## src/rtl/pll_shutdown_fsm.sv

```systemverilog
module pll_shutdown_fsm #(
  parameter int CLK_MHZ     = 100,
  parameter int RST_WAIT_US = 10,
  parameter int ACK_WAIT_US = 1
) (
  input  logic       clk,
  input  logic       rst_n,
  input  logic       start_i,
  input  logic [1:0] lane_own_i,
  input  logic [1:0] cur_status_i,
  input  logic       pll_ack_i,
  output logic       busy_o,
  output logic       done_o,
  output logic [1:0] clr_pulse_o,
  output logic [1:0] pipe_rst_o,
  output logic       pll_req_clr_o,
  output logic       valfreq_zero_o,
  output logic       clk_gate_o,
  output logic       macclk_rst_o,
  output logic       rst_timeout_o,
  output logic       ack_timeout_o,
  output logic       warn_o
);
  localparam int RST_CYC = CLK_MHZ * RST_WAIT_US;
  localparam int ACK_CYC = CLK_MHZ * ACK_WAIT_US;
  localparam int MAX_CYC = (RST_CYC > ACK_CYC) ? RST_CYC : ACK_CYC;
  localparam int CW      = $clog2(MAX_CYC + 1);

  typedef enum logic [3:0] {
    S_IDLE, S_CLR1, S_PRST, S_WRST, S_CLR2,
    S_REQ, S_VFQ, S_WACK, S_GATE, S_MRST, S_DONE
  } st_t;

  st_t           st;
  logic [CW-1:0] cnt;
  logic [1:0]    lanes;

  wire lanes_ready = (cur_status_i & lanes) == lanes;

  always_ff @(posedge clk or negedge rst_n) begin
    if (!rst_n) begin
      st            <= S_IDLE;
      cnt           <= '0;
      lanes         <= 2'b00;
      rst_timeout_o <= 1'b0;
      ack_timeout_o <= 1'b0;
    end else begin
      case (st)
        S_IDLE: if (start_i) begin
          st            <= S_CLR1;
          lanes         <= (lane_own_i == 2'b11) ? 2'b11 : 2'b01;
          rst_timeout_o <= 1'b0;
          ack_timeout_o <= 1'b0;
        end
        S_CLR1: st <= S_PRST;
        S_PRST: begin
          st  <= S_WRST;
          cnt <= '0;
        end
        S_WRST:
          if (lanes_ready) st <= S_CLR2;
          else if (cnt == CW'(RST_CYC - 1)) begin
            rst_timeout_o <= 1'b1;
            st            <= S_CLR2;
          end else cnt <= cnt + 1'b1;
        S_CLR2: st <= S_REQ;
        S_REQ:  st <= S_VFQ;
        S_VFQ: begin
          st  <= S_WACK;
          cnt <= '0;
        end
        S_WACK:
          if (!pll_ack_i) st <= S_GATE;
          else if (cnt == CW'(ACK_CYC - 1)) begin
            ack_timeout_o <= 1'b1;
            st            <= S_GATE;
          end else cnt <= cnt + 1'b1;
        S_GATE: st <= S_MRST;
        S_MRST: st <= S_DONE;
        default: st <= S_IDLE;
      endcase
    end
  end

  assign busy_o         = st != S_IDLE;
  assign done_o         = st == S_DONE;
  assign clr_pulse_o    = (st == S_CLR1 || st == S_CLR2) ? lanes : 2'b00;
  assign pipe_rst_o     = (st == S_PRST) ? lanes : 2'b00;
  assign pll_req_clr_o  = st == S_REQ;
  assign valfreq_zero_o = st == S_VFQ;
  assign clk_gate_o     = st == S_GATE;
  assign macclk_rst_o   = st == S_MRST;
  assign warn_o         = rst_timeout_o | ack_timeout_o;
endmodule

```

## config.mk

```make
export PLATFORM = sky130hd
export DESIGN_NAME = pll_shutdown_fsm
export DESIGN_NICKNAME = d
export VERILOG_FILES = /design/src/rtl/pll_shutdown_fsm.sv
export SDC_FILE = /design/constraint.sdc
export NUM_CORES = 1
export LEC_CHECK = 0
export CAP_MARGIN = 20
export CORE_ASPECT_RATIO = 1.5
export CORE_UTILIZATION = 40
export CTS_BUF_LIST = sky130_fd_sc_hd__clkbuf_8
export DETAILED_ROUTE_END_ITERATION = 7
export GPL_TIMING_DRIVEN = 0
export PLACE_DENSITY = 0.78
export SYNTH_ARGS = -nofsm -noshare
export SYNTH_HDL_FRONTEND = slang
export SYNTH_SLANG_ARGS = --single-unit
```

## constraint.sdc

```tcl
create_clock -name clk -period 1.85 [get_ports clk]
set_input_delay 0.4625 -clock clk [delete_from_list [all_inputs] [get_ports clk]]
set_output_delay 0.4625 -clock clk [all_outputs]
set_load 0.02 [all_outputs]
```

==> metrics.yaml <==
status: "complete, but fails checks"
failed_checks: "setup timing"
total_power_w: 0.002959
n_antenna_cell: 0
routed_wirelength_mm: 3.717
startpoint_type: "register"
crit_path_end: "cnt[3]$_DFFE_PN0P_"
required_ns: 2.00
power_density_nw_per_um2: 1653
crit_path_start: "cnt[1]$_DFFE_PN0P_"
synth_area_leaders: "dfrtp_1, nand2_1, o21ai_0, nand3_1, nand2b_1"
ys_ff_latch: 18
clk_pin_slew_worst_paths_ns: 0.07
avgRoutedWirePerCell_um: 18.04
hold_viol: 0
seq_power_share_pct: 22.1
netSwitchingPower_w: 0.001293
regArea_um2: 451.7
dp.cells: 184
drive_gt1_share_pct: 40.24
dr.pass1.iters: 4
fin_setup_tns_ns: -1.008
pwr-share-comb_pct: 66.7
ir_drop_mv: 1.141
ff2ff_path_depth: 7
grt_overflow: 0
syn_avg_cell_area_um2: 9.054
cts_root_buf: "clkbuf_8"
design_area_um2: 1790
clkPwrFrac_pct: 11.1
hold_ws_ns: 0.5071
gp_congestion: 0.7813
fillCellCount: 213
stdcell_count: 206
rsz0062_at_grt: "true"
die_w_um: 45.78
cap_viol_max_count: 0
grt_pass1_wl_mm: 5.250
fin_skew_ns: 0.001312
slew_headroom_pct: 45.12
timing.rr.end: "cnt[3]$_DFFE_PN0P_"
hp-class: "register to register"
antenna_found_initial: 0
io-pin-count: 21
rows: 23
setup_ws_ns: -0.1495
io_buffers: 20
critPathKind: "register to register"
crit_fanout: 7
ctsHoldBuffers: 0
power.leakage_nw: 0.8115
final_antenna_net_count: 0
tightestPinTransition_ns: 0.8206
numCtsBuffers: 3
fmax_mhz: 500.1
r2r_slack_ns: -0.15
dp_hpwl_mm: 2.038
postPlaceCellArea_um2: 1419
yosysTopAreaCellShare_pct: 39.17
viasPerCell: 5.859
grt_use_total_pct: 23.72
ys_async_sr_fraction_pct: 100.0
r2r-start: "cnt[1]$_DFFE_PN0P_"
core_area_um2: 2705
drtIter0Drc: 69
seq_area_frac_synth_pct: 39.17
htreeDepth: 1
clock-sinks: 18
syn-num-nets: 136
post-route-period-util_pct: 108.1
die_area_um2: 3097
multiInputGateArea_um2: 837.1
worstPathArrival_ns: 2.15
intPower_w: 0.001666
start_util_pct: 42.51
endpoint_kind: "register"
grt_max_degree: 19
slew_viol_final: 0
drc: 0
synth-warning-count: 0
dieHeight_um: 67.67
yosys.area.top_type: "dfrtp_1"
swShare_pct: 43.70
worst_skew_pair.late_latency_ns: 0.25
fin_crit_ns: 2.000
syn2layout_area_growth_pct: 55.71
clockBufferDepth: 2
synth_cell_type_count: 44
setup_viol: 16
synthesis.area_um2: 1150
via_count: 1207
postSynthCellCount: 127
synthFlopType: "dfrtp_1"
tritoncts: "yes"
grt_pass1_vias: 1136
synth_edf_count: 0
layout.nets: 179
-- final cells by class --
class | count | area share (%)
plain buffers | 4 | 2.516
clock buffers | 4 | 3.075
inverters | 2 | 0.4193
multi-input cells | 101 | 46.75
flip-flops and latches | 18 | 25.23
well taps | 37 | 2.586
repair buffers | 40 | 19.43
-- layer usage --
metal	part of all wire (%)	vias to the layer above	global-route usage, %
li1	-	548	-
met1	39	595	28.74
met2	53	54	40.18
met3	5.2	10	2.674
met4	2.4	0	12.13
met5	0	-	0
-- cells by family after synthesis --
| kind of cell | after synthesis | synth area share, % |
|---|---|---|
| and+or+nand+nor | 71 | 36.45 |
| AOI/OAI and AO/OA | 27 | 17.08 |
| buffers and inverters | 8 | 4.570 |
| muxes | 1 | 0.8705 |
| DFF | 18 | 39.17 |
| xor gates and xnor gates | 1 | 0.7618 |
| adders and majority gates | 1 | 1.088 |
-- critical path, stage by stage, from the launching register on --
cell and delay [ns]:
dfrtp_1 0.44, ha_4 0.20, nor4b_4 0.30, nand4b_1 0.22
and3b_1 0.26, buf_6 0.14, buf_6 0.13, a32o_1 0.21
-- synthesized netlist by cell type, types with 2 or more instances --
cell type and count:
and3b_1 2, and3_1 2, o21ai_0 10, and2_1 3
nor3b_1 3, a31oi_1 2, dfrtp_1 18, buf_2 3
nand2_1 16, nor2_1 10, nor3_1 3, nand4b_1 2
buf_6 2, o41ai_2 2, a21oi_1 4, o21a_1 2
or2b_1 2, nand2b_1 6, or2_2 2, inv_1 2
nand3_1 8
-- repair_timing --
item	4_1_cts	5_1_grt
setup endpoints to repair	20	21
pin swaps	14	12
buffers inserted	14	5
gates cloned	0	1
gates resized for setup	72	28
-- worst min-delay path by stage --
stage / from / end / slack, ns / cells after the start
4_1_cts: lanes[0]$_DFFE_PN0P_ / lanes[0]$_DFFE_PN0P_ / 0.51 / 1
5_1_grt: lanes[0]$_DFFE_PN0P_ / lanes[0]$_DFFE_PN0P_ / 0.53 / 1
2_1_floorplan: rst_n / ack_timeout_o$_DFFE_PN0P_ / 0.17 / 0
3_3_place_gp: lanes[0]$_DFFE_PN0P_ / lanes[0]$_DFFE_PN0P_ / 0.48 / 1
3_5_place_dp: lanes[0]$_DFFE_PN0P_ / lanes[0]$_DFFE_PN0P_ / 0.49 / 1
6_report: lanes[0]$_DFFE_PN0P_ / lanes[0]$_DFFE_PN0P_ / 0.51 / 1
-- flip-flops by register name (all words and copies together), names as in the netlist --
signal,flops
lanes,2
rst_timeout_o,1
cnt,10
ack_timeout_o,1
st,4
-- stage by stage --
stage	setup WS, ns	util (%)
final	-0.1495	66.19
after global routing	-0.2212	66.19
after global placement	-0.5512	52.45
after detailed placement	-0.5675	52.45
after CTS	-0.1279	60.55
after floorplan	0.0008136	-
-- power groups by stage --
stage	clock, W	sequential (W)	combinational (W)
final	0.000330	0.000655	0.00197
after global routing	0.000345	0.000667	0.00208
after CTS	0.000329	0.000605	0.00169
after detailed placement	0	0.000606	0.00125
after global placement	0	0.000597	0.00122
after floorplan	0	0.000578	0.000932
-- cells in the final DEF, fill, tap and decap left out, types with 5 or more instances in the layout --
master	instances
buf_4	18
dfrtp_1	17
nand2_1	15
buf_6	12
nor2_1	9
clkdlybuf4s50_1	7
nand3_1	5
(Power assumes the default switching activity.)
